File: src/rtl/wkg_pkg.sv
package wkg_pkg;
  localparam int NUM_CPUS = 2;
  localparam int WORD_W   = 32;
  localparam int CPU_BIT  = 10;           // bank stride 0x400
  localparam int IDX_W    = CPU_BIT - 2;  // word index bits 9:2

  function automatic int banks_for(input int n_irqs);
    return (n_irqs + WORD_W - 1) / WORD_W;
  endfunction

  function automatic int word_of(input int n);
    return n / WORD_W;
  endfunction

  function automatic int bit_of(input int n);
    return n % WORD_W;
  endfunction
endpackage

File: src/rtl/wkg_enable_bank.sv
module wkg_enable_bank import wkg_pkg::*; #(
  parameter int BANKS = 5
) (
  input  logic                    clk,
  input  logic                    rst_n,
  input  logic                    we,
  input  logic [IDX_W-1:0]        idx,
  input  logic [WORD_W-1:0]       wdata,
  output logic [BANKS*WORD_W-1:0] en_flat
);
  for (genvar b = 0; b < BANKS; b++) begin : g_word
    always_ff @(posedge clk or negedge rst_n) begin
      if (!rst_n)
        en_flat[b*WORD_W +: WORD_W] <= '0;
      else if (we && idx == IDX_W'(b))
        en_flat[b*WORD_W +: WORD_W] <= wdata;
    end
  end
endmodule

File: src/rtl/wkg_wake_reduce.sv
module wkg_wake_reduce #(
  parameter int N = 160
) (
  input  logic         clk,
  input  logic         rst_n,
  input  logic [N-1:0] lines,
  input  logic [N-1:0] en,
  output logic         hit,
  output logic         wake
);
  assign hit = |(lines & en);

  always_ff @(posedge clk or negedge rst_n) begin
    if (!rst_n) wake <= 1'b0;
    else        wake <= hit;
  end
endmodule

File: src/rtl/wkg_forward.sv
module wkg_forward #(
  parameter int LINES = 192,
  parameter int PIN_A = 7,
  parameter int PIN_B = 119
) (
  input  logic [LINES-1:0] irq_in,
  output logic [LINES-1:0] irq_out
);
  for (genvar i = 0; i < LINES; i++) begin : g_line
    if (i == PIN_A || i == PIN_B) begin : g_inv
      assign irq_out[i] = ~irq_in[i];
    end else begin : g_thru
      assign irq_out[i] = irq_in[i];
    end
  end
endmodule

File: src/rtl/wake_gen.sv
module wake_gen import wkg_pkg::*; #(
  parameter int NUM_IRQS  = 160,
  parameter int IRQ_LINES = 192,
  parameter int INV_PIN_A = 7,
  parameter int INV_PIN_B = 119
) (
  input  logic                 clk,
  input  logic                 rst_n,
  input  logic                 bus_req,
  input  logic                 bus_wr,
  input  logic [CPU_BIT:0]     bus_addr,
  input  logic [WORD_W-1:0]    bus_wdata,
  output logic [WORD_W-1:0]    bus_rdata,
  output logic                 bus_rvld,
  input  logic [IRQ_LINES-1:0] irq_in,
  output logic [IRQ_LINES-1:0] irq_out,
  output logic [NUM_CPUS-1:0]  wake
);
  localparam int BANKS = banks_for(NUM_IRQS);
  localparam int EN_W  = BANKS * WORD_W;
  localparam logic [IDX_W-1:0] BANKS_IDX = IDX_W'(BANKS);

  logic [IDX_W-1:0]           idx;
  logic                       cpu_sel;
  logic                       oob;
  logic [EN_W-1:0]            en_bus [NUM_CPUS];
  logic [NUM_CPUS*EN_W-1:0]   en_all;
  logic [NUM_CPUS-1:0]        hit;

  assign idx     = bus_addr[CPU_BIT-1:2];
  assign cpu_sel = bus_addr[CPU_BIT];
  assign oob     = (idx >= BANKS_IDX) || (bus_addr[1:0] != 2'b00);

  function automatic logic [WORD_W-1:0] word_pick(input logic [EN_W-1:0] v,
                                                  input logic [IDX_W-1:0] i);
    logic [WORD_W-1:0] r;
    r = '0;
    for (int b = 0; b < BANKS; b++)
      if (i == IDX_W'(b)) r = v[b*WORD_W +: WORD_W];
    return r;
  endfunction

  wkg_forward #(.LINES(IRQ_LINES), .PIN_A(INV_PIN_A), .PIN_B(INV_PIN_B)) u_fwd (
    .irq_in (irq_in),
    .irq_out(irq_out)
  );

  for (genvar c = 0; c < NUM_CPUS; c++) begin : g_cpu
    logic we_c;
    assign we_c = bus_req && bus_wr && !oob && (cpu_sel == 1'(c));

    wkg_enable_bank #(.BANKS(BANKS)) u_bank (
      .clk    (clk),
      .rst_n  (rst_n),
      .we     (we_c),
      .idx    (idx),
      .wdata  (bus_wdata),
      .en_flat(en_bus[c])
    );

    wkg_wake_reduce #(.N(NUM_IRQS)) u_red (
      .clk  (clk),
      .rst_n(rst_n),
      .lines(irq_out[NUM_IRQS-1:0]),
      .en   (en_bus[c][NUM_IRQS-1:0]),
      .hit  (hit[c]),
      .wake (wake[c])
    );

    assign en_all[c*EN_W +: EN_W] = en_bus[c];
  end

  always_ff @(posedge clk or negedge rst_n) begin
    if (!rst_n) begin
      bus_rdata <= '0;
      bus_rvld  <= 1'b0;
    end else begin
      bus_rvld <= bus_req && !bus_wr;
      if (bus_req && !bus_wr)
        bus_rdata <= oob ? '0 : word_pick(en_bus[cpu_sel], idx);
    end
  end
endmodule

File: config.mk
export PLATFORM = sky130hd
export DESIGN_NAME = wake_gen
export DESIGN_NICKNAME = d
export VERILOG_FILES = /design/src/rtl/wkg_pkg.sv /design/src/rtl/wkg_enable_bank.sv /design/src/rtl/wkg_wake_reduce.sv /design/src/rtl/wkg_forward.sv /design/src/rtl/wake_gen.sv
export SDC_FILE = /design/constraint.sdc
export NUM_CORES = 1
export LEC_CHECK = 0
export ABC_CLOCK_PERIOD_IN_PS = 1400
export BUFFER_PORTS_ARGS = -buffer_cell sky130_fd_sc_hd__buf_2
export CAP_MARGIN = 10
export CORE_ASPECT_RATIO = 0.6
export CORE_MARGIN = 5
export CORE_UTILIZATION = 45
export DETAILED_ROUTE_END_ITERATION = 16
export PLACE_DENSITY = 0.68
export SYNTH_ARGS = -nofsm -noshare
export SYNTH_HDL_FRONTEND = slang
export SYNTH_SLANG_ARGS = --single-unit
File: constraint.sdc
create_clock -name clk -period 1.4 [get_ports clk]
set_input_delay 0.35 -clock clk [delete_from_list [all_inputs] [get_ports clk]]
set_output_delay 0.35 -clock clk [all_outputs]
set_load 0.02 [all_outputs]
======== After elaboration in Yosys (flattened, before gate mapping) ========
Cells that the tools add are included.
storage, ports and cells
  output and inout bits ................... 227
  logic and storage cells ................. 57
  flip-flop bits (word level) ............. 355
  input bits .............................. 239
operators by class
  reductions and logical operators ........ 22
  bitwise logic cells ..................... 6
  $lt $le $gt $ge ......................... 2
  equal/unequal tests ..................... 4
  muxes and demuxes ....................... 9
operator list
  kind                count
  $mux 160            3
  $and 160x160->160   2
  $reduce_or 160->1   2
  $mux 32             6
  $eq 8x2->1 const B  2
  $logic_and 1x1->1   15
  $eq 8x1->1 const B  1
  $eq 8x3->1 const B  1
  $ge 8x3->1 const B  1
  $logic_not 8->1     1
  $not 1->1           3
  $ge 2x2->1 const B  1
  $logic_not 1->1     2
  $not 1->2           1
  $reduce_bool 2->1   1
  $logic_or 1x1->1    1

======== Logic depth before layout (Yosys ltp) ========
  depth after elaboration ................. 10
  depth in mapped cells ................... 8
  gate-level depth less buffers ........... 5

======== Cells and area by module ========
Synthesis repeated with hierarchy kept, for this count alone.
unflattened totals
  cell total of the unflattened synthesis .. 1570
  area total of the unflattened synthesis .. 18983.2 um2
modules (own cells, without submodules)
  module           sequential area each (um2)  instances  cells each  area each (um2)
  wkg_enable_bank  4003.8                      2          345         5948.2
  wake_gen         825.8                       1          488         3988.8
  wkg_wake_reduce  25.0                        2          100         832.0
  wkg_forward      0.0                         1          192         1433.9

======== Worst setup path before layout ========
OpenSTA, ideal clock, no wires.
  path type ............................... input to register
  start ................................... input bus_addr[3]
  end ..................................... register g_cpu[0].u_bank.en_flat[129]
  library setup time ...................... 125 ps
  arrival ................................. 1908 ps
  stages .................................. 6
  required time ........................... 1275 ps
  path buffers ............................ 2
  slack ................................... -633 ps
  cell sequence ........................... clkbuf_1 > nor4b_4 > nand2_1 > nor2_2 > buf_2 > mux2_2
on the way
  word-level cells in the longest chain between the ends .. 6
  elaborated cells between the ends (all ways) .. 7
  classes of those cells .................. 1 x order compare; 1 x eq/ne; 5 x reduce/logical
ends and longest elaborated chain
  item                             line                   source
  start: declaration               wake_gen.sv:11         input logic [CPU_BIT:0] bus_addr,
  $ge 8x3->1                       wake_gen.sv:32         assign oob = (idx >= BANKS_IDX) || (bus_addr[1:0] != 2'b00);
  $logic_or 1x1->1                 wake_gen.sv:32
  $logic_not 1->1                  wake_gen.sv:50         assign we_c = bus_req && bus_wr && !oob && (cpu_sel == 1'(c));
  $logic_and 1x1->1 (2 in series)  wake_gen.sv:50
  $logic_and 1x1->1 *              wkg_enable_bank.sv:15  else if (we && idx == IDX_W'(b))
  end signal: indexed assignment   wkg_enable_bank.sv:16  en_flat[b*WORD_W +: WORD_W] <= wdata;
  end: declaration                 wkg_enable_bank.sv:9   output logic [BANKS*WORD_W-1:0] en_flat
Mark *: on every way between the ends. The rest lies on a longest branch, timed or not.
A chain may end at the register's enable or synchronous reset.

======== Worst setup path after layout ========
  start ................................... register g_cpu[0].u_bank.en_flat[97]
  end ..................................... register g_cpu[0].u_red.wake
on the way
  word-level cells in the longest chain between the ends .. 2
ends and longest elaborated chain
  item                          line                   source
  $and 160x160->160             wkg_wake_reduce.sv:11  assign hit = |(lines & en);
  $reduce_or 160->1             wkg_wake_reduce.sv:11
  named net g_cpu[0].u_red.hit  wkg_wake_reduce.sv:8   output logic hit,
  end signal: assignment        wkg_wake_reduce.sv:15  else wake <= hit;
  end: declaration              wkg_wake_reduce.sv:9   output logic wake
The timed path passes the listed nets, and every way through them passes these cells.

==> flow_summary.ini <==
[drt]
dr_total_vias = 19300
routed_via_density = 6.66
drt_pre_antenna_iters = 7
postRouteWirelength_mm = 108
detail-route-antenna-nets = 0
drt_drc_violations_left = 0
detailedRoute.firstIterationViolations = 3168
detail_route.wl_per_cell_um = 37.2

[yosys]
ys.warnings.count = 0
most_frequently_used_cell_type_in_the_post_synthesis_netlist = sky130_fd_sc_hd__dfrtp_1
synth_top_cell_area_share = 0.460
synth_fp_nets = 1807
synth_enable_flop_cells = 0
async_reset_ff_frac = 1.00
synth_sequential_area_ratio = 0.460
synth.cell_area_mm2 = 0.0193
syn_avg_cell_area_um2 = 12.3
synthCells = 1568
ys_ff_latch = 355
synthTopCellsByArea = sky130_fd_sc_hd__dfrtp_1, sky130_fd_sc_hd__mux2_2, sky130_fd_sc_hd__buf_4
synth.cells.most_frequent = sky130_fd_sc_hd__dfrtp_1, sky130_fd_sc_hd__mux2_2, sky130_fd_sc_hd__buf_4, sky130_fd_sc_hd__a221oi_1, sky130_fd_sc_hd__a22oi_1
synth_largest_area_cell = sky130_fd_sc_hd__dfrtp_1
yosys_most_used_dff = sky130_fd_sc_hd__dfrtp_1
yosysUniqueCellTypes = 41

[layout]
multiInputGateArea_mm2 = 0.00981
net_total_in_the_final_layout = 2543
fill_cells = 2961
regArea_mm2 = 0.00889
drive_above_1_share = 0.681
layout_stage_area_growth_over_the_synthesis_result_pct = 49.6
final_util = 0.686
layoutNonFillerInstCount = 2898

[flow_run]
timing.max_cap.violations = 0

[status]
violated_checks = negative setup slack
outcome = finished, violations left

[clocking]
cts.clk_slew.worst_paths_ps = 70
cts_htree_levels = 2
cts_tree = done
clock_insertion_delay_worst_skew_ps = 550
cts_sinks = 355
clock-root-buffer = sky130_fd_sc_hd__clkbuf_16
cts_buffers = 36
clock_tree.buffer_depth = 3

[sta]
fin_crit_sh = 1.46
final-hold-violation-count = 0
tightest_slew_ps = 582
slew_viol_final = 0
setup_tns_after_final_layout_ps = -168730
max-slew-margin-rel = 0.612
setup_violations = 389
final.setup.worst_slack_ps = -645
tmin_final_ps = 2040
max_clock_freq_ghz = 0.489
grt_setup_unrepaired = yes
clock-skew-final_ps = 16.1

[critical_path]
rr_worst_depth = 5
path_common_cell = sky130_fd_sc_hd__nand4_1
cell_with_the_largest_stage_delay_on_the_worst_path = sky130_fd_sc_hd__dfrtp_2
largest_driver_fanout_on_the_critical_path = 3
worstReg2RegStart = g_cpu[0].u_bank.en_flat[97]$_DFFE_PN0P_
worstPathRequired_ps = 1760
cp_cell_sequence = a22o_1 -> a221oi_2 -> nand4_1 -> nor4_2 -> nand4_1
worstSetupStartpoint = g_cpu[0].u_bank.en_flat[97]$_DFFE_PN0P_
crit_type = flop to flop
setup.reg_to_reg.worst_slack_ps = -640
critPathArrivalTime_ps = 2400
timing.critical_path.from_type = flop
slowest_delay_ps = 490
reg2reg_to = g_cpu[0].u_red.wake$_DFF_PN0_
timing.critical_path.to = g_cpu[0].u_red.wake$_DFF_PN0_
element_type_at_the_critical_path_end = flop

[placement]
dp.final_hpwl_mm = 73.2
place.gp.congestion = 1.03
place_inst = 2744
place.port_buffers = 401

[die]
core.rowCount = 58
die_height_um = 171
start_util = 0.458
die_area_mm2 = 0.0473
die-width_um = 278
io_pins = 466
fp.coreArea_mm2 = 0.0422

[global_route]
gr-total-overflow = 0
grt_first_pass_wirelength_mm = 142
grt_antenna_before_repair = 5
first_global_vias = 18900
grt_start_max_net_pins = 87
total_routing_usage_reported_by_global_routing = 0.419

[pwr]
p_leak_nw = 14.6
power_per_cell_area_mw_per_mm2 = 803
vdd_ir_drop_max_uv = 614

[min_path]
hp-class = input pin to flop
holdCritStartpoint = bus_wdata[7]
[how the worst min path moves through the flow]
stage | end | slack, ps | depth (start not counted)
2_1_floorplan | bus_rdata[0]$_DFFE_PN0P_ | 50 | 0
3_3_place_gp | g_cpu[1].u_bank.en_flat[30]$_DFFE_PN0P_ | 390 | 2
3_5_place_dp | g_cpu[1].u_bank.en_flat[30]$_DFFE_PN0P_ | 380 | 2
4_1_cts | g_cpu[0].u_bank.en_flat[35]$_DFFE_PN0P_ | 220 | 2
5_1_grt | g_cpu[1].u_bank.en_flat[35]$_DFFE_PN0P_ | 250 | 2
6_report | g_cpu[1].u_bank.en_flat[7]$_DFFE_PN0P_ | 240 | 2
[critical path, delay by kind of cell, from the launching register on]
family,cells,cell delay [ps]
simple gates,3,750
flops,1,490
compound gates,2,610
[timing repair]
item	CTS	global route
pin swaps	43	44
setup buffers	63	17
gates cloned	21	13
resized for setup	304	142
hold endpoints to repair	250	0
setup endpoints to repair	388	389
hold buffers	1	0
[flip-flops by register name, summed over array words and instances (netlist names)]
name,cells
g_cpu.u_bank.en_flat,320
bus_rvld,1
bus_rdata,32
g_cpu.u_red.wake,2
[routing by layer]
layer / global-route usage / share of wire / vias to the layer above
li1: - / - / 7214
met1: 0.533 / 0.35 / 9546
met2: 0.598 / 0.40 / 1933
met3: 0.206 / 0.17 / 603
met4: 0.208 / 0.076 / 10
met5: 0 / 0.0022 / -
[metrics by stage]
stage                     area [um2]  power (mW)  hold WS [ps]  worst slack [ps]
after floorplan                19400        11.6          54.4              -576
after global placement         24500        12.9           389             -1200
after detailed placement       24500        12.9           385             -1230
after CTS                      28100        23.0           218              -539
after global routing           28900        23.6           248              -571
final                          28900        23.2           236              -645
[layout by cell type (no fill, tap or decap), types with 9 or more instances in the layout]
master	netlist	layout
sky130_fd_sc_hd__buf_4	193	475
sky130_fd_sc_hd__buf_2	31	363
sky130_fd_sc_hd__dfrtp_1	355	348
sky130_fd_sc_hd__mux2_2	334	207
sky130_fd_sc_hd__mux2_4	60	201
sky130_fd_sc_hd__buf_6	6	67
sky130_fd_sc_hd__buf_12	0	64
sky130_fd_sc_hd__a22oi_1	62	62
sky130_fd_sc_hd__clkbuf_16	0	48
sky130_fd_sc_hd__a22o_1	50	47
sky130_fd_sc_hd__a221oi_1	80	37
sky130_fd_sc_hd__mux2i_1	35	33
sky130_fd_sc_hd__nand2_1	35	32
sky130_fd_sc_hd__and2_1	29	29
sky130_fd_sc_hd__a211oi_1	31	27
sky130_fd_sc_hd__a221oi_2	0	27
sky130_fd_sc_hd__a21oi_1	31	25
sky130_fd_sc_hd__nand4_1	24	24
sky130_fd_sc_hd__o22ai_1	31	21
sky130_fd_sc_hd__o31ai_1	31	17
sky130_fd_sc_hd__a221oi_4	0	16
sky130_fd_sc_hd__buf_16	0	15
sky130_fd_sc_hd__o31ai_2	0	14
sky130_fd_sc_hd__buf_8	0	11
sky130_fd_sc_hd__o22ai_2	0	10
sky130_fd_sc_hd__nand3_1	11	9
sky130_fd_sc_hd__clkbuf_8	0	9
[power by group]
group	switching [mW]	internal, mW
clock	4.44	5.86
sequential	0.00242	10.3
combinational	1.76	0.906
total	6.20	17.0
[final cells by class]
type	instances	share of cell area
antenna	2	0.000173
timing repair buffer	1007	0.286
clock inverter	7	0.00381
clock buffer	53	0.0372
tap	570	0.0247
sequential	355	0.308
inverter	5	0.000909
multi-input combinational	899	0.339
[logic make-up (layout without fill, tap and decap cells)]
kind of cell | after synthesis | count (layout) | share of synthesized area
other cells | 0 | 2 | 0
simple gates | 131 | 131 | 0.0399
flops | 355 | 355 | 0.460
buf+inv | 314 | 1072 | 0.103
compound gates | 319 | 319 | 0.126
mux | 449 | 449 | 0.272
Power figures use the tool's default switching activity.
